[config.mk]
export PLATFORM = sky130hd
export DESIGN_NAME = pipe_hazard_ctrl
export DESIGN_NICKNAME = d
export VERILOG_FILES = /design/src/rtl/pipe_hazard_pkg.sv /design/src/rtl/phz_fwd_sel.sv /design/src/rtl/phz_load_use.sv /design/src/rtl/phz_port_arb.sv /design/src/rtl/phz_front_ctl.sv /design/src/rtl/pipe_hazard_ctrl.sv
export SDC_FILE = /design/constraint.sdc
export NUM_CORES = 1
export LEC_CHECK = 0
export ABC_AREA = 1
export ABC_CLOCK_PERIOD_IN_PS = 800
export BUFFER_PORTS_ARGS = -buffer_cell sky130_fd_sc_hd__clkbuf_2
export CAP_MARGIN = 30
export CORE_MARGIN = 8
export CORE_UTILIZATION = 35
export DETAILED_ROUTE_END_ITERATION = 8
export PLACE_DENSITY_LB_ADDON = 0.15
export SETUP_SLACK_MARGIN = 0.5
export SYNTH_ARGS = -nofsm -noshare
export SYNTH_HDL_FRONTEND = slang
export SYNTH_SLANG_ARGS = --single-unit
[constraint.sdc]
create_clock -name vclk -period 0.8
set_clock_uncertainty 0.05 [all_clocks]
set_input_delay 0.04 -clock vclk [all_inputs]
set_output_delay 0.04 -clock vclk [all_outputs]
set_load 0.01 [all_outputs]
[src/rtl/pipe_hazard_pkg.sv]
package pipe_hazard_pkg;

    typedef enum logic [1:0] {
        SRC_REGFILE = 2'd0,
        SRC_EXMEM   = 2'd1,
        SRC_MEMWB   = 2'd2
    } fwd_src_e;

    typedef struct packed {
        logic data;
        logic fetch;
    } port_grant_t;

    typedef struct packed {
        logic hold_front;
        logic bubble;
        logic flush_front;
        logic redirect;
    } front_ctl_t;

    // A stage really writes a register only when valid, enabled and not x0
    function automatic logic writes_reg(input logic valid, input logic wr_en,
                                        input logic rd_nonzero);
        return valid & wr_en & rd_nonzero;
    endfunction

endpackage

[src/rtl/phz_fwd_sel.sv]
module phz_fwd_sel
    import pipe_hazard_pkg::*;
#(
    parameter int REG_AW = 5
) (
    input  logic              clk,
    input  logic              rst,
    input  logic              consumer_valid,
    input  logic [REG_AW-1:0] src_idx,
    input  logic              exmem_writes,
    input  logic [REG_AW-1:0] exmem_rd,
    input  logic              memwb_writes,
    input  logic [REG_AW-1:0] memwb_rd,
    output fwd_src_e          sel
);
    localparam logic [REG_AW-1:0] ZERO_IDX = '0;

    logic src_live;
    logic hit_exmem;
    logic hit_memwb;

    assign src_live  = consumer_valid && (src_idx != ZERO_IDX);
    assign hit_exmem = src_live && exmem_writes && (exmem_rd == src_idx);
    assign hit_memwb = src_live && memwb_writes && (memwb_rd == src_idx);

    always_comb begin
        if (hit_exmem)      sel = SRC_EXMEM;
        else if (hit_memwb) sel = SRC_MEMWB;
        else                sel = SRC_REGFILE;
    end


    x0_never_fwd_chk: assert property (@(posedge clk) disable iff (rst)
        (src_idx == ZERO_IDX) |-> (sel == SRC_REGFILE));


    wb_only_without_mem_chk: assert property (@(posedge clk) disable iff (rst)
        (sel == SRC_MEMWB) |-> !(exmem_writes && exmem_rd == src_idx));


    idle_consumer_chk: assert property (@(posedge clk) disable iff (rst)
        !consumer_valid |-> (sel == SRC_REGFILE));

endmodule

[src/rtl/phz_load_use.sv]
module phz_load_use #(
    parameter int REG_AW = 5
) (
    input  logic              clk,
    input  logic              rst,
    input  logic              id_valid,
    input  logic [REG_AW-1:0] id_rs1,
    input  logic [REG_AW-1:0] id_rs2,
    input  logic              id_rs1_used,
    input  logic              id_rs2_used,
    input  logic              ex_valid,
    input  logic [REG_AW-1:0] ex_rd,
    input  logic              ex_wr_en,
    input  logic              ex_is_load,
    output logic              hazard
);
    localparam int NSRC = 2;
    localparam logic [REG_AW-1:0] ZERO_IDX = '0;

    logic [REG_AW-1:0] src_idx  [NSRC];
    logic [NSRC-1:0]   src_used;
    logic [NSRC-1:0]   src_hit;
    logic              pending_load;

    assign src_idx[0]  = id_rs1;
    assign src_idx[1]  = id_rs2;
    assign src_used    = {id_rs2_used, id_rs1_used};
    assign pending_load = ex_valid && ex_is_load && ex_wr_en && (ex_rd != ZERO_IDX);

    for (genvar s = 0; s < NSRC; s++) begin : g_src
        assign src_hit[s] = src_used[s] && (src_idx[s] == ex_rd);
    end

    assign hazard = pending_load && id_valid && (|src_hit);


    no_x0_load_use_chk: assert property (@(posedge clk) disable iff (rst)
        (ex_rd == ZERO_IDX) |-> !hazard);


    idle_decode_chk: assert property (@(posedge clk) disable iff (rst)
        !id_valid |-> !hazard);

endmodule

[src/rtl/phz_port_arb.sv]
module phz_port_arb
    import pipe_hazard_pkg::*;
(
    input  logic        clk,
    input  logic        rst,
    input  logic        mem_valid,
    input  logic        mem_is_mem,
    output port_grant_t grant
);
    logic data_req;

    assign data_req    = mem_valid && mem_is_mem;
    assign grant.data  = data_req;
    assign grant.fetch = !data_req;


    one_owner_chk: assert property (@(posedge clk) disable iff (rst)
        $onehot({grant.data, grant.fetch}));

endmodule

[src/rtl/phz_front_ctl.sv]
module phz_front_ctl
    import pipe_hazard_pkg::*;
(
    input  logic       clk,
    input  logic       rst,
    input  logic       mem_valid,
    input  logic       mem_is_branch,
    input  logic       mem_br_taken,
    input  logic       mem_is_jump,
    input  logic       load_use,
    input  logic       port_busy,
    output front_ctl_t ctl
);
    logic resolved_taken;
    logic stall_req;

    // Predicted not-taken: any change of flow found in MEM is a mispredict
    assign resolved_taken  = mem_valid && (mem_is_jump || (mem_is_branch && mem_br_taken));
    assign stall_req       = load_use || port_busy;

    assign ctl.redirect    = resolved_taken;
    assign ctl.flush_front = resolved_taken;
    assign ctl.hold_front  = stall_req && !resolved_taken;
    assign ctl.bubble      = stall_req && !resolved_taken;


    flush_beats_stall_chk: assert property (@(posedge clk) disable iff (rst)
        ctl.redirect |-> (!ctl.hold_front && !ctl.bubble));


    not_taken_quiet_chk: assert property (@(posedge clk) disable iff (rst)
        (mem_is_branch && !mem_br_taken && !mem_is_jump) |-> !ctl.redirect);

endmodule

[src/rtl/pipe_hazard_ctrl.sv]
module pipe_hazard_ctrl
    import pipe_hazard_pkg::*;
#(
    parameter int REG_AW = 5
) (
    input  logic              clk,
    input  logic              rst,
    input  logic              id_valid,
    input  logic [REG_AW-1:0] id_rs1,
    input  logic [REG_AW-1:0] id_rs2,
    input  logic              id_rs1_used,
    input  logic              id_rs2_used,
    input  logic              ex_valid,
    input  logic [REG_AW-1:0] ex_rs1,
    input  logic [REG_AW-1:0] ex_rs2,
    input  logic [REG_AW-1:0] ex_rd,
    input  logic              ex_wr_en,
    input  logic              ex_is_load,
    input  logic              mem_valid,
    input  logic [REG_AW-1:0] mem_rd,
    input  logic              mem_wr_en,
    input  logic              mem_is_mem,
    input  logic              mem_is_branch,
    input  logic              mem_br_taken,
    input  logic              mem_is_jump,
    input  logic              wb_valid,
    input  logic [REG_AW-1:0] wb_rd,
    input  logic              wb_wr_en,
    output logic [1:0]        fwd_a_sel,
    output logic [1:0]        fwd_b_sel,
    output logic              pc_hold,
    output logic              ifid_hold,
    output logic              idex_bubble,
    output logic              ifid_flush,
    output logic              idex_flush,
    output logic              exmem_flush,
    output logic              pc_redirect,
    output logic              dport_grant,
    output logic              fetch_grant
);
    localparam int NOPND = 2;
    localparam logic [REG_AW-1:0] ZERO_IDX = '0;

    logic              exmem_writes;
    logic              memwb_writes;
    logic [REG_AW-1:0] opnd_idx [NOPND];
    fwd_src_e          opnd_sel [NOPND];
    logic              load_use;
    port_grant_t       grant;
    front_ctl_t        ctl;

    assign exmem_writes = writes_reg(mem_valid, mem_wr_en, mem_rd != ZERO_IDX);
    assign memwb_writes = writes_reg(wb_valid, wb_wr_en, wb_rd != ZERO_IDX);
    assign opnd_idx[0]  = ex_rs1;
    assign opnd_idx[1]  = ex_rs2;

    // One identical selector per execute operand (ALU and branch compare alike)
    for (genvar k = 0; k < NOPND; k++) begin : g_opnd
        phz_fwd_sel #(.REG_AW(REG_AW)) u_sel (
            .clk            (clk),
            .rst            (rst),
            .consumer_valid (ex_valid),
            .src_idx        (opnd_idx[k]),
            .exmem_writes   (exmem_writes),
            .exmem_rd       (mem_rd),
            .memwb_writes   (memwb_writes),
            .memwb_rd       (wb_rd),
            .sel            (opnd_sel[k])
        );
    end

    phz_load_use #(.REG_AW(REG_AW)) u_lu (
        .clk         (clk),
        .rst         (rst),
        .id_valid    (id_valid),
        .id_rs1      (id_rs1),
        .id_rs2      (id_rs2),
        .id_rs1_used (id_rs1_used),
        .id_rs2_used (id_rs2_used),
        .ex_valid    (ex_valid),
        .ex_rd       (ex_rd),
        .ex_wr_en    (ex_wr_en),
        .ex_is_load  (ex_is_load),
        .hazard      (load_use)
    );

    phz_port_arb u_arb (
        .clk        (clk),
        .rst        (rst),
        .mem_valid  (mem_valid),
        .mem_is_mem (mem_is_mem),
        .grant      (grant)
    );

    phz_front_ctl u_front (
        .clk           (clk),
        .rst           (rst),
        .mem_valid     (mem_valid),
        .mem_is_branch (mem_is_branch),
        .mem_br_taken  (mem_br_taken),
        .mem_is_jump   (mem_is_jump),
        .load_use      (load_use),
        .port_busy     (grant.data),
        .ctl           (ctl)
    );

    assign fwd_a_sel   = opnd_sel[0];
    assign fwd_b_sel   = opnd_sel[1];
    assign pc_hold     = ctl.hold_front;
    assign ifid_hold   = ctl.hold_front;
    assign idex_bubble = ctl.bubble;
    assign ifid_flush  = ctl.flush_front;
    assign idex_flush  = ctl.flush_front;
    assign exmem_flush = ctl.flush_front;
    assign pc_redirect = ctl.redirect;
    assign dport_grant = grant.data;
    assign fetch_grant = grant.fetch;


    load_use_stalls_chk: assert property (@(posedge clk) disable iff (rst)
        (ex_valid && ex_is_load && ex_wr_en && ex_rd != ZERO_IDX && id_valid &&
         id_rs1_used && id_rs1 == ex_rd && !pc_redirect)
        |-> (pc_hold && ifid_hold && idex_bubble));


    data_access_stalls_chk: assert property (@(posedge clk) disable iff (rst)
        (dport_grant && !pc_redirect) |-> (pc_hold && idex_bubble));


    jump_flushes_chk: assert property (@(posedge clk) disable iff (rst)
        (mem_valid && mem_is_jump) |-> (ifid_flush && idex_flush && exmem_flush));


    idle_mem_chk: assert property (@(posedge clk) disable iff (rst)
        !mem_valid |-> (!pc_redirect && !dport_grant));

endmodule

==> summary.txt <==
Run status: finished, violations left
Failing checks: setup timing
Post-synth top area share: 22.64%
GR Util met3: 3.471%
Critical path class: in -> out
Clock Power Share: 0%
Internal: 0.4268 mW
Design area: 1486 µm²
Seq/Total Area, Yosys: 0%
Routed len/inst: 14.07 µm
Row cnt: 15
Commonest non-fill, non-tap cell in the layout: nand2_1
WP data required: 0.71 ns
Share of cells above drive strength 1: 62.37%
DR vias: 979
Worst setup EP type: output pin
Psw: 0.3335 mW
First-pass GRT wire length: 3.684 mm
1st-iter DRT viols: 16
Hold slack final: 0.2753 ns
Final period utilization: 124.5%
LEAKAGE: 0.7649 nW
Die width: 59.53 µm
Via-to-Cell Ratio: 4.640
Initial antenna violation count: 0
Final setup violating endpoints: 7
Syn-to-layout area delta: 124.2%
RSZ-0062 raised after global routing: true
Starting Density: 37.59%
Overall routing resource usage: 12.23%
Tightest Pin Transition: 0.1998 ns
Fmax: 1004 MHz
Final #Nets: 239
Pins Over Slew Limit: 0
Clock period minus worst slack: 0.9959 ns
CLK BUF: 0
Core area: 1764 µm²
Cell count after synthesis: 127
Startpoint Class: input pin
Final hold vios: 0
Dpl cells: 207
Logic pwr share: 100.0%
Largest net degree at the start of global routing: 6
Ranking of synthesized cells by area: nand2_1 (23%), xnor2_1 (13%), xor2_1 (13%)
Number of filler cells placed in the layout: 115
Syn Nets: 178
Setup tns final: -1.235 ns
DR pass1 iterations: 4
DRT antenna net count: 0
Synth area leader: nand2_1
DP Wirelength: 2.059 mm
Setup WS post-layout: -0.1959 ns
Seq_cells: 0
DRC: 0
# port buffers: 62
Utilization after layout: 84.26%
Most frequent cells in the layout: nand2_1 (24), buf_6 (20), clkbuf_2 (18), nor2_1 (14)
Inserted Diodes: 0
PwrDens: 511.5 nW/µm²
GPL Wtd Cong: 0.7935
Synth warn: 0
GRT Max-Usage Layer: met2
Cell area after synthesis: 663.1 µm²
WHS Path Cells: 3
Met2 Usage GRT: 20.80%
Switching share of power: 43.86%
DIE HEIGHT: 59.53 µm
Sequential share of power: 0%
Final non-filler cell total: 211
Syn Area/Cell: 5.222 µm²
Die area: 3543 µm²
Met1 Usage GRT: 15.58%
Cell Area, Placed: 1015 µm²
Number of global-route vias before repair: 896
Worst VDD drop: 0.3068 mV
Rel. slew slack: 86.63%
Max-cap violations: 0
Routed WL: 2.968 mm
Register Area: 0 µm²
CP arrival: 0.91 ns
Post-synthesis cell type count: 16
Total grt overflow: 0
HP Class: in -> out
Worst Path Max Fanout: 3
Ports: 64
critical path: stages:
cell      delay (ns)
clkbuf_2        0.12
xnor2_1         0.17
nand3_1         0.10
nor3_1          0.15
nand2_1         0.09
nor2_2          0.11
buf_2           0.13
logic make-up (layout without fill, tap and decap cells):
family	Yosys count	count (layout)	share of synthesized area, %
compound gates	2	2	2.075
buf+inv	25	84	18.11
xor+xnor	20	20	26.41
simple gates	80	80	53.40
synth_stat cells:
| cell | n |
|---|---|
| nand3_1 | 7 |
| nor2_1 | 15 |
| and3_1 | 1 |
| nor3_2 | 2 |
| inv_2 | 2 |
| nor2_2 | 5 |
| a21oi_2 | 1 |
| xnor2_1 | 10 |
| buf_4 | 7 |
| nand2_2 | 1 |
| xor2_1 | 10 |
| nand4_1 | 3 |
| a21oi_1 | 1 |
| inv_1 | 16 |
| nand2_1 | 40 |
| nor3_1 | 6 |
per-layer routing:
layer | share of wire (%) | vias to the layer above
met5 | 0 | -
met4 | 1.5 | 0
met3 | 7.2 | 4
met2 | 53 | 43
met1 | 39 | 436
li1 | - | 496
timing repair:
item	in CTS	in global routing
pin swaps	13	41
gates resized for setup	24	108
setup endpoints to repair	13	13
hold buffers	0	0
setup buffers	1	3
cell type report:
class / instances / area (µm²) / share of cell area [%]
inverter: 18 / 120.1 / 8.081
multi-input combinational: 102 / 700.7 / 47.14
tap: 25 / 31.28 / 2.104
timing repair buffer: 66 / 634.4 / 42.68
power groups by stage:
| stage | logic [mW] | clock network [mW] | registers [mW] |
|---|---|---|---|
| finish | 0.760 | 0 | 0 |
| global route | 0.810 | 0 | 0 |
| CTS | 0.556 | 0 | 0 |
| detailed placement | 0.487 | 0 | 0 |
| global placement | 0.478 | 0 | 0 |
| floorplan | 0.262 | 0 | 0 |
through the flow:
stage / power [mW] / setup slack (ns)
global placement: 0.4784 / -0.2570
global route: 0.8097 / -0.2839
finish: 0.7603 / -0.1959
floorplan: 0.2615 / -0.07246
detailed placement: 0.4875 / -0.2890
CTS: 0.5561 / -0.1982
path summary, 6_finish.rpt:
kind  startpoint            to
max    ex_rs1[2]  fwd_a_sel[1]
min   mem_is_mem   fetch_grant
Power figures use the tool's default switching activity.
